==> src/rtl/pllhs_pkg.sv <==
package pllhs_pkg;

  typedef enum logic [1:0] {
    HS_IDLE   = 2'd0,
    HS_SETTLE = 2'd1,
    HS_POLL   = 2'd2,
    HS_FINISH = 2'd3
  } hs_state_e;

endpackage

==> src/rtl/pllhs_sync.sv <==
module pllhs_sync #(
  parameter int WIDTH  = 2,
  parameter int STAGES = 2
) (
  input  logic             clk_i,
  input  logic             rst_ni,
  input  logic [WIDTH-1:0] async_i,
  output logic [WIDTH-1:0] sync_o
);

  for (genvar b = 0; b < WIDTH; b++) begin : g_bit
    logic [STAGES-1:0] chain_q;

    always_ff @(posedge clk_i or negedge rst_ni) begin
      if (!rst_ni) chain_q <= '0;
      else         chain_q <= {chain_q[STAGES-2:0], async_i[b]};
    end

    assign sync_o[b] = chain_q[STAGES-1];
  end

endmodule

==> src/rtl/pllhs_timer.sv <==
module pllhs_timer #(
  parameter int CNT_W = 8
) (
  input  logic             clk_i,
  input  logic             rst_ni,
  input  logic             load_i,
  input  logic [CNT_W-1:0] load_val_i,
  output logic             zero_o
);

  logic [CNT_W-1:0] cnt_q;

  always_ff @(posedge clk_i or negedge rst_ni) begin
    if (!rst_ni)            cnt_q <= '0;
    else if (load_i)        cnt_q <= load_val_i;
    else if (cnt_q != '0)   cnt_q <= cnt_q - 1'b1;
  end

  assign zero_o = (cnt_q == '0);

endmodule

==> src/rtl/pllhs_poll_ctr.sv <==
module pllhs_poll_ctr #(
  parameter int MAX_POLLS = 100,
  parameter int PC_W      = 7
) (
  input  logic clk_i,
  input  logic rst_ni,
  input  logic clr_i,
  input  logic inc_i,
  output logic last_o
);

  logic [PC_W-1:0] polls_q;

  always_ff @(posedge clk_i or negedge rst_ni) begin
    if (!rst_ni)      polls_q <= '0;
    else if (clr_i)   polls_q <= '0;
    else if (inc_i)   polls_q <= polls_q + 1'b1;
  end

  // Asserted while the sample about to be taken is the final permitted one
  assign last_o = (polls_q == PC_W'(MAX_POLLS - 1));

endmodule

==> src/rtl/pll_ctl_handshake.sv <==
module pll_ctl_handshake
  import pllhs_pkg::*;
#(
  parameter int SETTLE_CYC  = 1000,
  parameter int POLL_CYC    = 1000,
  parameter int MAX_POLLS   = 100,
  parameter int SYNC_STAGES = 2
) (
  input  logic clk_i,
  input  logic rst_ni,
  input  logic start_i,
  input  logic ack_a_i,
  input  logic ack_b_i,
  output logic req_o,
  output logic busy_o,
  output logic done_o,
  output logic err_o
);

  localparam int LONGEST = (SETTLE_CYC > POLL_CYC) ? SETTLE_CYC : POLL_CYC;
  localparam int CNT_W   = (LONGEST > 1) ? $clog2(LONGEST) : 1;
  localparam int PC_W    = $clog2(MAX_POLLS + 1);
  localparam logic [CNT_W-1:0] SETTLE_LD = CNT_W'(SETTLE_CYC - 1);
  localparam logic [CNT_W-1:0] POLL_LD   = CNT_W'(POLL_CYC - 1);

  hs_state_e        state_q, state_d;
  logic [1:0]       ack_sync;
  logic             ack_both;
  logic             tmr_load, tmr_zero;
  logic [CNT_W-1:0] tmr_val;
  logic             poll_clr, poll_inc, poll_last;
  logic             err_q, err_set, err_clr;
  logic             start_take;

  pllhs_sync #(.WIDTH(2), .STAGES(SYNC_STAGES)) u_sync (
    .clk_i   (clk_i),
    .rst_ni  (rst_ni),
    .async_i ({ack_b_i, ack_a_i}),
    .sync_o  (ack_sync)
  );

  assign ack_both = &ack_sync;

  pllhs_timer #(.CNT_W(CNT_W)) u_timer (
    .clk_i      (clk_i),
    .rst_ni     (rst_ni),
    .load_i     (tmr_load),
    .load_val_i (tmr_val),
    .zero_o     (tmr_zero)
  );

  pllhs_poll_ctr #(.MAX_POLLS(MAX_POLLS), .PC_W(PC_W)) u_polls (
    .clk_i  (clk_i),
    .rst_ni (rst_ni),
    .clr_i  (poll_clr),
    .inc_i  (poll_inc),
    .last_o (poll_last)
  );

  assign start_take = start_i && (state_q == HS_IDLE || state_q == HS_FINISH);

  always_comb begin
    state_d  = state_q;
    tmr_load = 1'b0;
    tmr_val  = '0;
    poll_clr = 1'b0;
    poll_inc = 1'b0;
    err_set  = 1'b0;
    err_clr  = 1'b0;
    unique case (state_q)
      HS_IDLE, HS_FINISH: begin
        state_d = HS_IDLE;
        if (start_take) begin
          state_d  = HS_SETTLE;
          tmr_load = 1'b1;
          tmr_val  = SETTLE_LD;
          poll_clr = 1'b1;
          err_clr  = 1'b1;
        end
      end
      HS_SETTLE: begin
        if (tmr_zero) begin
          state_d  = HS_POLL;
          tmr_load = 1'b1;
          tmr_val  = POLL_LD;
        end
      end
      HS_POLL: begin
        if (tmr_zero) begin
          if (ack_both) begin
            state_d = HS_FINISH;
          end else if (poll_last) begin
            state_d = HS_FINISH;
            err_set = 1'b1;
          end else begin
            poll_inc = 1'b1;
            tmr_load = 1'b1;
            tmr_val  = POLL_LD;
          end
        end
      end
      default: state_d = HS_IDLE;
    endcase
  end

  always_ff @(posedge clk_i or negedge rst_ni) begin
    if (!rst_ni) state_q <= HS_IDLE;
    else         state_q <= state_d;
  end

  always_ff @(posedge clk_i or negedge rst_ni) begin
    if (!rst_ni)      err_q <= 1'b0;
    else if (err_clr) err_q <= 1'b0;
    else if (err_set) err_q <= 1'b1;
  end

  assign req_o  = (state_q == HS_POLL);
  assign busy_o = (state_q == HS_SETTLE) || (state_q == HS_POLL);
  assign done_o = (state_q == HS_FINISH);
  assign err_o  = err_q;

endmodule

==> config.mk <==
export PLATFORM = sky130hd
export DESIGN_NAME = pll_ctl_handshake
export DESIGN_NICKNAME = d
export VERILOG_FILES = /design/src/rtl/pllhs_pkg.sv /design/src/rtl/pllhs_sync.sv /design/src/rtl/pllhs_timer.sv /design/src/rtl/pllhs_poll_ctr.sv /design/src/rtl/pll_ctl_handshake.sv
export SDC_FILE = /design/constraint.sdc
export NUM_CORES = 1
export LEC_CHECK = 0
export BUFFER_PORTS_ARGS = -buffer_cell sky130_fd_sc_hd__buf_2
export CAP_MARGIN = 0
export CORE_MARGIN = 8
export CORE_UTILIZATION = 51
export DETAILED_ROUTE_END_ITERATION = 12
export MAX_ROUTING_LAYER = met4
export PLACE_DENSITY = 0.72
export SYNTH_ARGS = -nofsm -noshare
export SYNTH_HDL_FRONTEND = slang
export SYNTH_HIERARCHICAL = 1
export SYNTH_SLANG_ARGS = --single-unit
==> constraint.sdc <==
create_clock -name clk_i -period 2.35 [get_ports clk_i]
set_input_delay 0.1175 -clock clk_i [delete_from_list [all_inputs] [get_ports clk_i]]
set_output_delay 0.1175 -clock clk_i [all_outputs]
set_load 0.005 [all_outputs]
== After elaboration in Yosys (flattened, before gate mapping) ==
Cells that the tools add are included.
Widths: inputs -> output; s select.

* Bits of input ports: 5
* Word-level logic and storage cells: 57
* Register bits: 24

* Add/subtract/negate cells: 2
* Reduce and logical (&&, ||, !) cells: 12
* Eq/ne operators: 7
* Muxes and demuxes: 30

{| class="wikitable"
|+ Operators with widths
! operator !! number
|-
| $mux 10 || 7
|-
| $pmux 10 s3 || 1
|-
| $mux 1 || 14
|-
| $mux 7 || 2
|-
| $logic_not 10->1 || 1
|-
| $reduce_bool 10->1 || 1
|-
| $sub 10x1->10 const B || 1
|-
| $mux 2 || 4
|-
| $add 7x1->7 const B || 1
|-
| $eq 7x7->1 const B || 1
|-
| $pmux 2 s3 || 1
|-
| $reduce_bool 2->1 || 3
|-
| $eq 2x2->1 const B || 2
|-
| $ne 3x1->1 const B || 1
|-
| $pmux 1 s3 || 1
|-
| $reduce_and 3->1 || 1
|-
| $eq 2x1->1 const B || 1
|-
| $logic_not 2->1 || 1
|-
| $logic_or 1x1->1 || 2
|-
| $ne 2x1->1 const B || 1
|-
| $ne 2x2->1 const B || 1
|-
| $reduce_and 2->1 || 1
|-
| $reduce_or 2->1 || 1
|-
| $logic_and 1x1->1 || 1
|}

== Longest topological paths before layout ==
* Depth in word-level cells: 7
* Gate-level depth with buffers: 12
* Mapped depth without buffers: 10

== By module ==
The synthesis kept the hierarchy.

{| class="wikitable"
|+ Modules (own cells, without submodules)
! module !! cells an instance !! sequential area each (um^2) !! area each (um^2) !! instances
|-
| pllhs_timer || 67 || 250.2 || 594.3 || 1
|-
| pllhs_poll_ctr || 31 || 175.2 || 326.6 || 1
|-
| pll_ctl_handshake || 24 || 75.1 || 234.0 || 1
|-
| pllhs_sync || 6 || 100.1 || 115.1 || 1
|}

== Worst setup path after synthesis ==
No wires, ideal clock.

* Kind: reg-to-reg
* Start point: register u_timer.cnt_q[3]
* End point: register u_timer.cnt_q[5]
* Required time: 2.208 ns
* Buffers on the path: 2
* Arrival time: 2.435 ns
* Cell stages (with the launch flop): 11
* Clock period less this slack: 2.577 ns
* Path slack: -0.227 ns
* Path through: dfrtp_1 > nor4_4 > nand3_1 > inv_1 > nand4b_1 > a2bb2oi_1 > clkbuf_1 > inv_1 > clkbuf_1 > nor2_1 > a211oi_1

* Cells in the longest elaborated chain, start to end: 4
* Elaborated cells on any way between the ends: 12
* Classes of those cells: add/sub (1); mux (8); reduce/logical (3)

{| class="wikitable"
|+ Ends and longest elaborated chain
! element !! line !! source
|-
| start: declaration || pllhs_timer.sv:11 || <nowiki>logic [CNT_W-1:0] cnt_q;</nowiki>
|-
| start signal: assignment || pllhs_timer.sv:15 || <nowiki>else if (load_i) cnt_q <= load_val_i;</nowiki>
|-
| start signal: assignment || pllhs_timer.sv:16 || <nowiki>else if (cnt_q != '0) cnt_q <= cnt_q - 1'b1;</nowiki>
|-
| $logic_not 10->1 (*) || pllhs_timer.sv:19 || <nowiki>assign zero_o = (cnt_q == '0);</nowiki>
|-
| via tmr_zero || pll_ctl_handshake.sv:29 || <nowiki>logic tmr_load, tmr_zero;</nowiki>
|-
| $mux 1 (on tied branches) || pll_ctl_handshake.sv:89, pll_ctl_handshake.sv:82 ||
|-
| $pmux 1 s3 (*) || pll_ctl_handshake.sv:70 || <nowiki>unique case (state_q)</nowiki>
|-
| via tmr_load || pll_ctl_handshake.sv:29 ||
|-
| $mux 10 / $reduce_bool 2->1 (equally long branches) || - ||
|}

The timed path passes the listed nets; every way through them passes the cells marked *. The select of a mux whose other input is x is not followed.
A chain may end at the register's enable or synchronous reset.

== Worst setup path in the final report ==
* Start point: register u_timer.cnt_q[4]
* End point: register u_polls.polls_q[6]

* Cells in the longest elaborated chain, start to end: 4

{| class="wikitable"
|+ Ends and longest elaborated chain
! element !! line !! source
|-
| $logic_not 10->1 || pllhs_timer.sv:19 ||
|-
| via tmr_zero || pll_ctl_handshake.sv:29 ||
|-
| $mux 1 || pll_ctl_handshake.sv:89 || <nowiki>if (tmr_zero) begin</nowiki>
|-
| $mux 1 || pll_ctl_handshake.sv:70 ||
|-
| via poll_inc || pll_ctl_handshake.sv:31 || <nowiki>logic poll_clr, poll_inc, poll_last;</nowiki>
|-
| $reduce_bool 2->1 (no source line) || - ||
|-
| end signal: assignment || pllhs_poll_ctr.sv:17 || <nowiki>else if (inc_i) polls_q <= polls_q + 1'b1;</nowiki>
|-
| end: declaration || pllhs_poll_ctr.sv:12 || <nowiki>logic [PC_W-1:0] polls_q;</nowiki>
|}

The timed path passes the listed nets, and every way through them passes these cells.

==> run metrics <==
status=complete, no violations; grt ovf=0; areal power density over the cells=roughly 1300 nW/um2; critical setup path kind=flip-flop to flip-flop; Maximum Capacitance Violations=0; antenna violations before repair=0; H-tree levels=1; Inserted Clock Buffers=3; signed area change from the synthesized netlist to the final layout=19.0%; vias after detailed routing=936; sequential cell fraction of total power=34.7%; root buf cell=clkbuf_4; vias per cell=5.17; remaining antenna violation count after routing=0; cell-internal power=about 1200 uW; Bufs on Longest Clock Path=2; total design power=1910 uW; TritonCTS clock tree=built; number of synthesized flops with an enable pin=0; worst voltage drop across the vdd grid=between 0.8 and 0.9 mV; detailed-placement wirelength estimate=1660 um; post-route worst setup slack=0.162 ns; detailed-routing iteration count for the pre-antenna-repair pass=4; count of unique library cells instantiated by Yosys=33; most frequent standard cell in the layout excluding fill and tap cells=dfrtp_1; share of total power in combinational logic=49.4%; most used flip-flop cell after synthesis=dfrtp_1; total negative slack for setup checks=0 ns; type of the tightest min-delay check=input port to asynchronous set/reset pin; number of core rows=18; CP Data Required Time=2.61 ns; clock transition time at the flip-flop clock pins of the worst setup and hold paths=between 0.1 and 0.15 ns; number of global-route vias before repair=approximately 890; nets@finish=162; Tot GR Track Use=12.2%; number of antenna cells inserted=0; share of flip-flops with an asynchronous set or reset=100%; DIE HEIGHT=about 66 um; reg2reg path depth=8; Std-Cell Core Area=~2400 um2; CP Max Fanout=5; placed instance area=1390 um2; count of buffers inserted at the top-level ports=8; Least-Margin Pin Slew=0.531 ns; count of final setup violators=0; Rel. slew slack=64.6%; Die Wd=between 60 and 70 um; boundary pin count=9; pins over their slew limit=0; part of the Yosys area used for sequential elements=47.3%; summed area of non-filler cells in the final layout=approximately 1500 um2; clock latency at the later pin of the worst-skew pair=0.32 ns; worst path arrival time=2.45 ns; count of warnings emitted by yosys=6; effective utilization at floorplan=a little over half; Static Leak=a little over 0.0007 uW; Post-route DRC=0; Switch Pwr=764 uW; startpoint type of the worst setup path=flip-flop; routed wire length per instance=13.0 um; register-to-register setup slack=0.16 ns; Clk network pwr share=15.9%; layout cells sized above 1=19.9%; die area=roughly 4300 um2; per-instance average area after synthesis=9.92 um2; ratio of final minimum period to clock period=roughly 93%; overall routed net length=approximately 2300 um; count of routing violations after the opening detailed-route iteration=26; post-route clock skew=between 0.003 and 0.004 ns; wire length of the first global-routing pass=4060 um; number of failing hold endpoints at the final stage=0; origin of the critical flop-to-flop path=u_timer/cnt_q[4]; total standard cell area after synthesis=1270 um2; Reg2Reg Capture Point=u_polls/polls_q[6]; clock tree sinks=24; GP Congestion=0.783; critical path endpoint category=flip-flop; highest-count cells in the layout ignoring fill and taps=dfrtp_1 (24), nor2_1 (18), nand2_1 (12); largest net degree at the start of global routing=25; Switching Fraction=39.9%; top achievable clock speed=0.457 GHz; Synth Register Bits=24; Syn Inst Count=approximately 130; minimum clock period after layout=approximately 2.2 ns; setup slack after placement=0.0999 ns
[logic make-up after synthesis]
family          Yosys count  synth area share, %
compound gates           19                 9.46
xor+xnor                  9                 6.21
fa+ha+maj                 5                 4.93
flops                    24                 47.3
other cells               1                0.295
buf+inv                  12                 4.14
simple gates             50                 21.3
mux                       8                 6.40
[layer usage]
layer  wire (um)  vias up  GRT usage (%)
li1            -      481              -
met4          34        0           5.72
met2        1130       10           18.8
met3          55        4           2.03
met1        1130      441           15.1
met5           0        -              -
[cell usage after synthesis, types with 2 or more instances]
library cell / n / area [um2]
clkbuf_1: 2 / 7.51
a21oi_1: 9 / 45.0
nand3_1: 2 / 10.0
inv_1: 8 / 30.0
ha_1: 5 / 62.6
buf_4: 2 / 15.0
mux2i_1: 7 / 70.1
nand4_1: 2 / 12.5
nor3_1: 2 / 10.0
xnor2_1: 3 / 26.3
nand2_1: 12 / 45.0
o21ai_0: 4 / 20.0
or3_1: 2 / 12.5
xor2_1: 6 / 52.6
a211oi_1: 2 / 15.0
nor2b_1: 3 / 18.8
dfrtp_1: 24 / 601
nor2_1: 18 / 67.6
[flip-flops by register name, summed over array words and instances (netlist names)]
name and cells:
state_q 2, err_o 1, u_timer/cnt_q 10, u_sync/g_bit.chain_q 4, u_polls/polls_q 7
[area by class of cell]
class                   count  area, um2
clock inverters             1       30.0
repair buffers             22        153
well taps                  30       37.5
inverters                   8       30.0
clock buffers               3       22.5
flip-flops and latches     24        601
multi-input cells          93        638
fillers                   192        898
[worst max path at each step]
stage                          start            endpoint  slack [ns]  cells after the start
CTS                 u_timer/cnt_q[3]  u_polls/polls_q[5]        0.05                      8
global route        u_timer/cnt_q[0]  u_polls/polls_q[5]       -0.02                     10
floorplan           u_timer/cnt_q[3]    u_timer/cnt_q[5]        0.02                     10
detailed placement  u_timer/cnt_q[3]  u_polls/polls_q[5]         0.1                      8
finish              u_timer/cnt_q[4]  u_polls/polls_q[6]        0.16                      8
global placement    u_timer/cnt_q[3]  u_polls/polls_q[6]        0.21                      8
[through the flow]
| stage | instances | utilization, % | hold WS (ns) |
|---|---|---|---|
| after floorplan | 129 | - | -0.178 |
| after global placement | 169 | 57.7 | 0.127 |
| after detailed placement | 169 | 57.7 | 0.127 |
| after CTS | 176 | 61.2 | 0.299 |
| after global routing | 181 | 62.7 | 0.338 |
| final | 181 | 62.7 | 0.283 |
[power by group through the flow]
| stage | Clock, uW | Sequential, uW | Combinational, uW |
|---|---|---|---|
| 2_1_floorplan | 0 | 644 | 728 |
| 3_3_place_gp | 0 | 661 | 902 |
| 3_5_place_dp | 0 | 673 | 932 |
| 4_1_cts | 309 | 664 | 940 |
| 5_1_grt | 321 | 687 | 1070 |
| 6_report | 304 | 663 | 946 |
[timing repair]
item                                    CTS  global route
hold buffers                              3             0
gates resized for setup                   0             1
buffers inserted                          0             5
endpoints found under the setup margin    0             2
endpoints found under the hold margin    26             0
[critical path, cell delays in order, from the launching register on]
cell and delay, ns:
dfrtp_1 0.47, nor4_4 0.39, nand3_1 0.15, inv_1 0.09, nand4b_1 0.19, inv_2 0.15
nand4_1 0.16, or3_1 0.38, a21oi_1 0.14
No activity file was read; power rests on OpenSTA's default activity.
